File: config.mk
export PLATFORM = sky130hd
export DESIGN_NAME = cs_dma_engine
export DESIGN_NICKNAME = d
export VERILOG_FILES = /design/src/rtl/dma_pkg.sv /design/src/rtl/dma_cfg_regs.sv /design/src/rtl/dma_walker.sv /design/src/rtl/dma_sequencer.sv /design/src/rtl/cs_dma_engine.sv
export SDC_FILE = /design/constraint.sdc
export NUM_CORES = 1
export LEC_CHECK = 0
export ABC_AREA = 1
export BUFFER_PORTS_ARGS = -buffer_cell sky130_fd_sc_hd__buf_2
export CAP_MARGIN = 5
export CORE_MARGIN = 1.5
export CORE_UTILIZATION = 40
export DETAILED_ROUTE_END_ITERATION = 12
export PLACE_DENSITY = 0.74
export SETUP_SLACK_MARGIN = 0.1
export SLEW_MARGIN = 20
export SYNTH_ARGS = -nofsm -noshare
export SYNTH_HDL_FRONTEND = slang
export SYNTH_SLANG_ARGS = --single-unit
File: constraint.sdc
create_clock -name clk -period 3.2 [get_ports clk]
set_input_delay 0.32 -clock clk [delete_from_list [all_inputs] [get_ports clk]]
set_output_delay 0.32 -clock clk [all_outputs]
set_load 0.05 [all_outputs]
File: src/rtl/dma_pkg.sv
package dma_pkg;
  localparam logic [1:0] SEL_MEM = 2'd0;
  localparam logic [1:0] SEL_CNT = 2'd1;
  localparam logic [1:0] SEL_DEV = 2'd2;
  localparam logic [1:0] SEL_CTL = 2'd3;

  localparam int CTL_GO   = 0;
  localparam int CTL_DIR  = 1;
  localparam int CTL_PATH = 2;
  localparam int CTL_CLR  = 3;

  typedef enum logic [2:0] {
    ST_IDLE,
    ST_WAIT,
    ST_REQ,
    ST_XFER,
    ST_REL
  } seq_st_e;
endpackage

File: src/rtl/dma_cfg_regs.sv
module dma_cfg_regs
  import dma_pkg::*;
#(
  parameter int DW  = 16,
  parameter int AW  = 12,
  parameter int CW  = 12,
  parameter int DAW = 8
) (
  input  logic           clk,
  input  logic           rst_n,
  input  logic           we,
  input  logic [1:0]     sel,
  input  logic [DW-1:0]  wdata,
  input  logic           busy,
  output logic [AW-1:0]  mem_base,
  output logic [CW-1:0]  word_cnt,
  output logic [DAW-1:0] dev_addr,
  output logic           dir_m2d,
  output logic           detached,
  output logic           go,
  output logic           clr
);
  logic open_wr;
  logic unused_wdata;

  assign open_wr      = we && !busy;
  assign go           = open_wr && (sel == SEL_CTL) && wdata[CTL_GO];
  assign clr          = we && (sel == SEL_CTL) && wdata[CTL_CLR];
  assign unused_wdata = ^wdata;

  always_ff @(posedge clk or negedge rst_n) begin
    if (!rst_n) begin
      mem_base <= '0;
      word_cnt <= '0;
      dev_addr <= '0;
      dir_m2d  <= 1'b0;
      detached <= 1'b0;
    end else if (open_wr) begin
      case (sel)
        SEL_MEM: mem_base <= wdata[AW-1:0];
        SEL_CNT: word_cnt <= wdata[CW-1:0];
        SEL_DEV: dev_addr <= wdata[DAW-1:0];
        default: begin
          dir_m2d  <= wdata[CTL_DIR];
          detached <= wdata[CTL_PATH];
        end
      endcase
    end
  end
endmodule

File: src/rtl/dma_walker.sv
module dma_walker #(
  parameter int AW = 12,
  parameter int CW = 12
) (
  input  logic          clk,
  input  logic          rst_n,
  input  logic          load,
  input  logic          step,
  input  logic [AW-1:0] base,
  input  logic [CW-1:0] count,
  output logic [AW-1:0] addr,
  output logic          rem_zero
);
  localparam logic [AW-1:0] ADDR_ONE = AW'(1);
  localparam logic [CW-1:0] CNT_ONE  = CW'(1);

  logic [CW-1:0] remaining;

  always_ff @(posedge clk or negedge rst_n) begin
    if (!rst_n) begin
      addr      <= '0;
      remaining <= '0;
    end else if (load) begin
      addr      <= base;
      remaining <= count;
    end else if (step) begin
      addr      <= addr + ADDR_ONE;
      remaining <= remaining - CNT_ONE;
    end
  end

  assign rem_zero = (remaining == '0);
endmodule

File: src/rtl/dma_sequencer.sv
module dma_sequencer
  import dma_pkg::*;
(
  input  logic clk,
  input  logic rst_n,
  input  logic go,
  input  logic zero_len,
  input  logic dir_m2d,
  input  logic detached,
  input  logic bus_gnt,
  input  logic dev_in_valid,
  input  logic dev_out_ready,
  input  logic rem_zero,
  output logic bus_req,
  output logic busy,
  output logic take_in,
  output logic give_out,
  output logic touch_mem,
  output logic hold_load,
  output logic word_done,
  output logic set_irq
);
  seq_st_e st, st_nx;
  logic    phase, phase_nx;
  logic    need_in, need_out, mem_phase, dev_ok, last_phase, in_xfer, xfer_done;

  always_comb begin
    need_in    = !dir_m2d && !phase;
    need_out   = dir_m2d && (!detached || phase);
    mem_phase  = !detached || (dir_m2d ? !phase : phase);
    last_phase = !detached || phase;
    if (need_in)       dev_ok = dev_in_valid;
    else if (need_out) dev_ok = dev_out_ready;
    else               dev_ok = 1'b1;
  end

  assign in_xfer   = (st == ST_XFER);
  assign xfer_done = in_xfer && dev_ok;
  assign take_in   = in_xfer && need_in;
  assign give_out  = in_xfer && need_out;
  assign touch_mem = in_xfer && mem_phase;
  assign hold_load = xfer_done && detached && !phase;
  assign word_done = xfer_done && last_phase;
  assign bus_req   = (st == ST_REQ) || in_xfer;
  assign busy      = (st != ST_IDLE);

  always_comb begin
    st_nx    = st;
    phase_nx = phase;
    set_irq  = 1'b0;
    case (st)
      ST_IDLE: if (go) begin
        if (zero_len) set_irq = 1'b1;
        else begin
          st_nx    = ST_WAIT;
          phase_nx = 1'b0;
        end
      end
      ST_WAIT: if (dev_ok) st_nx = ST_REQ;
      ST_REQ:  if (bus_gnt) st_nx = ST_XFER;
      ST_XFER: if (dev_ok) st_nx = ST_REL;
      ST_REL: begin
        if (!last_phase) begin
          phase_nx = 1'b1;
          st_nx    = ST_WAIT;
        end else if (rem_zero) begin
          set_irq = 1'b1;
          st_nx   = ST_IDLE;
        end else begin
          phase_nx = 1'b0;
          st_nx    = ST_WAIT;
        end
      end
      default: st_nx = ST_IDLE;
    endcase
  end

  always_ff @(posedge clk or negedge rst_n) begin
    if (!rst_n) begin
      st    <= ST_IDLE;
      phase <= 1'b0;
    end else begin
      st    <= st_nx;
      phase <= phase_nx;
    end
  end
endmodule

File: src/rtl/cs_dma_engine.sv
module cs_dma_engine
  import dma_pkg::*;
#(
  parameter int DW  = 16,
  parameter int AW  = 12,
  parameter int CW  = 12,
  parameter int DAW = 8
) (
  input  logic           clk,
  input  logic           rst_n,
  input  logic           cfg_we,
  input  logic [1:0]     cfg_sel,
  input  logic [DW-1:0]  cfg_wdata,
  output logic           bus_req,
  input  logic           bus_gnt,
  output logic           mem_en,
  output logic           mem_we,
  output logic [AW-1:0]  mem_addr,
  output logic [DW-1:0]  mem_wdata,
  input  logic [DW-1:0]  mem_rdata,
  output logic [DAW-1:0] dev_addr,
  input  logic           dev_in_valid,
  output logic           dev_in_ready,
  input  logic [DW-1:0]  dev_in_data,
  output logic           dev_out_valid,
  input  logic           dev_out_ready,
  output logic [DW-1:0]  dev_out_data,
  output logic           busy,
  output logic           irq
);
  logic [AW-1:0] mem_base;
  logic [CW-1:0] word_cnt;
  logic          dir_m2d, detached, go, clr;
  logic          rem_zero, take_in, give_out, touch_mem, hold_load, word_done, set_irq;
  logic [DW-1:0] hold_q;

  dma_cfg_regs #(.DW(DW), .AW(AW), .CW(CW), .DAW(DAW)) u_cfg (
    .clk(clk), .rst_n(rst_n), .we(cfg_we), .sel(cfg_sel), .wdata(cfg_wdata),
    .busy(busy), .mem_base(mem_base), .word_cnt(word_cnt), .dev_addr(dev_addr),
    .dir_m2d(dir_m2d), .detached(detached), .go(go), .clr(clr)
  );

  dma_walker #(.AW(AW), .CW(CW)) u_walk (
    .clk(clk), .rst_n(rst_n), .load(go), .step(word_done),
    .base(mem_base), .count(word_cnt), .addr(mem_addr), .rem_zero(rem_zero)
  );

  dma_sequencer u_seq (
    .clk(clk), .rst_n(rst_n), .go(go), .zero_len(word_cnt == '0),
    .dir_m2d(dir_m2d), .detached(detached), .bus_gnt(bus_gnt),
    .dev_in_valid(dev_in_valid), .dev_out_ready(dev_out_ready),
    .rem_zero(rem_zero), .bus_req(bus_req), .busy(busy), .take_in(take_in),
    .give_out(give_out), .touch_mem(touch_mem), .hold_load(hold_load),
    .word_done(word_done), .set_irq(set_irq)
  );

  always_ff @(posedge clk or negedge rst_n) begin
    if (!rst_n)         hold_q <= '0;
    else if (hold_load) hold_q <= dir_m2d ? mem_rdata : dev_in_data;
  end

  always_ff @(posedge clk or negedge rst_n) begin
    if (!rst_n)       irq <= 1'b0;
    else if (set_irq) irq <= 1'b1;
    else if (clr)     irq <= 1'b0;
  end

  assign mem_en        = touch_mem;
  assign mem_we        = touch_mem && !dir_m2d;
  assign mem_wdata     = detached ? hold_q : dev_in_data;
  assign dev_in_ready  = take_in;
  assign dev_out_valid = give_out;
  assign dev_out_data  = detached ? hold_q : mem_rdata;
endmodule

After elaboration in Yosys (flattened, before gate mapping)
Index checks and enable logic that the tools add are counted.
{"block": "word_totals", "regBits": 79, "in_bits": 56, "word_cells": 94}
{"block": "op_classes", "muxes": 30, "n_bitwise": 1, "eq_ne": 13, "n_reduce_logical": 37, "n_addsub": 2}
{"op": "12-bit 2-to-1 mux", "n": 4}
{"op": "16-bit 2-to-1 mux", "n": 3}
{"op": "12-bit logical NOT", "n": 2}
{"op": "3-bit 2-to-1 mux", "n": 6}
{"op": "1-bit logical AND", "n": 15}
{"op": "3-bit one-hot mux with 5 select lines", "n": 1}
{"op": "1-bit 2-to-1 mux", "n": 14}
{"op": "12-bit by 1-bit adder with 12-bit output, second input constant", "n": 1}
{"op": "12-bit by 1-bit subtractor with 12-bit output, second input constant", "n": 1}
{"op": "2-bit AND reduction", "n": 4}
{"op": "3-bit by 2-bit equality test with 1-bit output, second input constant", "n": 2}
{"op": "2-bit != test, second input constant", "n": 3}
{"op": "2-bit nonzero test", "n": 3}
{"op": "5-bit AND reduction", "n": 1}
{"op": "2-bit equality test, second input constant", "n": 2}
{"op": "1-bit logical NOT", "n": 4}
{"op": "2-bit by 1-bit != test with 1-bit output, second input constant", "n": 2}
{"op": "1-bit one-hot mux with 2 select lines", "n": 2}
{"op": "4-bit AND reduction", "n": 1}
{"op": "3-bit by 1-bit equality test with 1-bit output, second input constant", "n": 1}
{"op": "3-bit equality test, second input constant", "n": 1}
{"op": "3-bit logical NOT", "n": 1}
{"op": "1-bit logical OR", "n": 3}
{"op": "3-bit != test, second input constant", "n": 1}
{"op": "other kinds (5)", "n": 5}

Logic depth before layout (Yosys ltp)
{"block": "logic_depth", "word_depth": 9, "depth_mapped": 11, "depth_no_buf": 10}

Hierarchy
Synthesis repeated with hierarchy kept, for this count alone.
{"block": "hier_totals", "cells_unflattened": 609, "area_unflattened_um2": 4645.7}
{"mod": "dma_walker", "n_inst": 1, "seq_area_each_um2": 600.6, "area_per_inst_um2": 1551.5, "cells_each": 192}
{"mod": "dma_cfg_regs", "n_inst": 1, "seq_area_each_um2": 850.8, "area_per_inst_um2": 1450.1, "cells_each": 163}
{"mod": "cs_dma_engine", "n_inst": 1, "seq_area_each_um2": 425.4, "area_per_inst_um2": 1292.5, "cells_each": 196}
{"mod": "dma_sequencer", "n_inst": 1, "seq_area_each_um2": 100.1, "area_per_inst_um2": 351.6, "cells_each": 58}

Least setup slack after synthesis
Ideal clock, no wire load.
{"block": "synth_path", "path_kind": "register to output", "from": "register u_cfg.dir_m2d", "to": "output port mem_we", "required_time_ps": 2880, "n_path_buf": 1, "t_arrival_ps": 2269, "slack_ps": 611, "stages_incl_launch_ff": 6, "path_cell_list": "dfrtp_1 -> clkinv_1 -> clkbuf_1 -> ha_1 -> inv_1 -> a211oi_1"}
{"block": "synth_between", "elab_chain_cells": 4, "elab_cells_between_ends": 5}
{"element": "start: declaration", "line_no": "dma_cfg_regs.sv:18", "source": "output logic dir_m2d,"}
{"element": "start signal: assignment", "line_no": "dma_cfg_regs.sv:44", "source": "dir_m2d <= wdata[CTL_DIR];"}
{"element": "1-bit 2-to-1 mux", "line_no": "dma_sequencer.sv:30", "source": "mem_phase = !detached || (dir_m2d ? !phase : phase);"}
{"element": "1-bit logical OR", "line_no": "dma_sequencer.sv:30"}
{"element": "1-bit logical AND", "line_no": "dma_sequencer.sv:41", "source": "assign touch_mem = in_xfer && mem_phase;"}
{"element": "1-bit logical AND *", "line_no": "cs_dma_engine.sv:69", "source": "assign mem_we = touch_mem && !dir_m2d;"}
{"element": "end: declaration", "line_no": "cs_dma_engine.sv:17", "source": "output logic mem_we,"}
Mark *: on every way between the ends. The rest lies on a longest branch, timed or not.

Worst setup path in the final report
{"block": "layout_path", "from": "register u_cfg.detached", "to": "output port dev_out_data[15]"}
{"block": "layout_between", "elab_chain_cells": 1}
{"element": "start: declaration", "line_no": "dma_cfg_regs.sv:19", "source": "output logic detached,"}
{"element": "start signal: assignment", "line_no": "dma_cfg_regs.sv:45", "source": "detached <= wdata[CTL_PATH];"}
{"element": "16-bit 2-to-1 mux", "line_no": "cs_dma_engine.sv:73", "source": "assign dev_out_data = detached ? hold_q : mem_rdata;"}
{"element": "end: declaration", "line_no": "cs_dma_engine.sv:27", "source": "output logic [DW-1:0] dev_out_data,"}
No other way between the ends.

==> impl_metrics.ini <==
[outcome]
status = complete, no violations

[setup_path]
path_cells = buf_4 -> clkinv_1 -> nand2_1 -> nand2_1 -> buf_2
slowest_delay_ns = 0.52
arrival_ns = 1.96
worstPathRequired_ns = 2.88
crit_top_cell = nand2_1
ff2ff_path_depth = 7
cp-startpoint = u_cfg.detached
crit-reg2reg-launch = u_cfg.detached
setup.worst_path.end = dev_out_data[15]
start_kind = register
crit_path_end_kind = output port
r2r-end = hold_q[6]
cp_max_fo = 36
r2r_slack_ns = 0.93
critPathKind = register to output port
crit_slowest_cell = clkinv_1

[power]
power-per-cell-area_nw_per_um2 = 1110
pwr-share-clk_pct = 17.2
power_frac_seq_pct = 29.8
leakagePower_nw = 2.94
p_sw_share_pct = 52.3
p_comb_share_pct = 53.0
irDropWorstVdd_mv = 0.587
p_int_mw = 2.88
switchingPower_mw = 3.16

[synth]
synth_seq_cells = 79
seq_area_frac_synth_pct = 43.6
ys_types = 35
synthesis.area_sq_um = 4540
synth_cells = 608
async_flop_share_pct = 100
syn_avg_cell_area_sq_um = 7.46
yosysWarningCount = 0
ys.flop_type = dfrtp_1
synth-edff-count = 0
syn-num-nets = 667

[finish]
nFillCells = 1083
drive_gt1_share_pct = 23.5
area_delta_synth_final_pct = 20.2
n_antenna_cell = 0
final_net_count = 769
layout.cells.non_filler = 855

[cts]
clk_path_buf_depth = 2
cts_resized = 0
clk_pin_slew_worst_paths_ns = 0.06
clkSinkCount = 79
cts_root_buffer = clkbuf_16
tritoncts = yes
insertion_delay_ns = 0.34
numCtsBuffers = 9
htreeDepth = 3
cts_hold_buffers = 0
post_cts_buffers = 0

[sta]
slew_headroom_pct = 52.1
finalHoldViolCount = 0
slew_violations = 0
fin_crit_sh_pct = 71.3
max_freq_mhz = 438
timing.setup.tns_ns = 0
final.min_clock_period_ns = 2.28
finalSetupViolations = 0
tightest_slew_ns = 0.718
rsz0062_at_grt = no
finalClockSkew_ns = 0.00817

[route]
drt-pass1-iter-count = 5
wl_met3_um = 401
drt-met1-wl_mm = 5.06
met2_length_mm = 5.07
route.detailed.drc = 0
drt_wl_total_mm = 10.8
avgViaCountPerCell = 4.93
dr.max_layer_used = met4
drtIter0Drc = 219
wl_per_cell_um = 12.6
drtAntennaViolNets = 0
num_vias = 4214

[global_route]
gr-total-overflow = 0
grt_antenna_before_repair = 0
first_global_vias = 3835
grt_max_degree = 80
grt_usage_pct = 19.1
grt_pass1_wl_mm = 17.9

[placement]
dpl.hpwl_mm = 7.73
port_buffers = 110
placedCellCount = 839
gp_congestion = 0.871

[floorplan]
fp.dieW_um = 110
core_sq_um = 10900
start_util_pct = 41.5
ios = 115
rows = 38
fp.dieH_um = 110
design.die.area_sq_um = 12000

[hold_path]
hp-class = input pin to async pin

[flow_run]
cap_violations = 0
metal layers:
layer	up-vias	GRT usage, %
li1	2133	-
met2	91	30.4
met1	1971	26.3
met4	0	6.86
met3	19	2.85
met5	-	0
critical path: cells and delay by family, from the launching register on:
| family | cells | cell delay, ns |
|---|---|---|
| buffers and inverters | 3 | 1.06 |
| and+or+nand+nor | 2 | 0.25 |
| DFF | 1 | 0.32 |
logic make-up (layout without fill, tap and decap cells):
group	Yosys count	in the layout	synth area share [%]
xor+xnor	9	9	1.74
compound gates	84	84	10.3
simple gates	331	331	32.1
buf+inv	92	199	8.93
fa+ha+maj	3	3	0.827
flops	79	79	43.6
mux	10	10	2.48
cells in the final DEF (no fill, tap or decap), types with 2 or more instances in the layout:
cell       synthesis  layout
o21ai_0           58      58
nand4_1            4       4
dfrtp_1           79      79
buf_4              4       3
nand3_1           43      43
inv_6              0       2
o211ai_1          16      16
clkinv_2           0       2
nor3_1             4       4
or2_2              4       4
nand2_2            7       7
clkbuf_16          0       9
xor2_1             5       5
xnor2_1            4       4
nand2_1          217     217
inv_1             64      64
clkinv_1           2       2
nand2_4            2       2
nor2_1            38      38
nand3_2            2       2
nand3_4            2       2
inv_2              3       3
mux2_2            10      10
buf_2              3     109
a21oi_1            6       6
nor2_4             5       5
ha_1               3       3
final cells by class:
cell class | count | area (sq um) | share of cell area (%)
multi-input combinational | 437 | 2160 | 39.5
timing repair buffer | 113 | 579 | 10.6
clock buffer | 9 | 225 | 4.13
sequential | 79 | 1980 | 36.2
clock inverter | 7 | 77.6 | 1.42
inverter | 70 | 265 | 4.86
tap | 140 | 175 | 3.21
power by group through the flow:
| stage | logic, mW | clock network, mW | registers, mW |
|---|---|---|---|
| after floorplan | 2.17 | 0 | 2.13 |
| after global placement | 3.15 | 0 | 1.80 |
| after detailed placement | 3.20 | 0 | 1.81 |
| after CTS | 3.21 | 1.07 | 1.80 |
| after global routing | 3.51 | 1.11 | 1.87 |
| final | 3.20 | 1.04 | 1.80 |
per-stage QoR:
step	worst slack, ns	cell area (sq um)	utilization (%)	hold WS, ns	power (mW)
floorplan	0.611	4540	-	0.0244	4.30
global placement	0.955	5150	47.1	0.462	4.95
detailed placement	0.916	5150	47.1	0.467	5.01
CTS	0.908	5450	49.9	0.205	6.08
global route	0.677	5460	49.9	0.0844	6.49
finish	0.919	5460	49.9	0.0265	6.04
how the worst min path moves through the flow:
stage,endpoint,slack (ns),cells past startpoint
6_report,hold_q[8],0.03,1
2_1_floorplan,hold_q[0],0.02,0
3_3_place_gp,u_seq.phase,0.46,2
3_5_place_dp,u_seq.phase,0.47,2
5_1_grt,hold_q[7],0.08,1
4_1_cts,u_cfg.mem_base[9],0.20,3
sequential cells by signal (all words and copies together) (netlist names):
signal / cells
u_cfg.dir_m2d: 1
u_walk.addr: 12
u_cfg.word_cnt: 12
u_seq.phase: 1
hold_q: 16
u_seq.st: 3
u_walk.remaining: 12
u_cfg.detached: 1
u_cfg.mem_base: 12
irq: 1
u_cfg.dev_addr: 8
synth_stat cells (2+ instances only):
master,n,share of area [%]
nand3_2,2,0.44
nor2_1,38,3.1
o21ai_0,58,6.4
nand3_4,2,0.77
mux2_2,10,2.5
a21oi_1,6,0.66
ha_1,3,0.83
nand2_2,7,0.96
o211ai_1,16,2.6
nor2_4,5,1.2
nand2_1,217,18
nor3_1,4,0.44
xnor2_1,4,0.77
or2_2,4,0.55
inv_2,3,0.25
clkbuf_1,9,0.74
dfrtp_1,79,44
nand4_1,4,0.55
buf_4,4,0.66
inv_1,64,5.3
nand3_1,43,4.7
buf_2,3,0.33
clkinv_1,2,0.17
buf_6,5,1.2
xor2_1,5,0.96
nand2_4,2,0.50
Note: power is estimated with default switching activity, not from simulation.
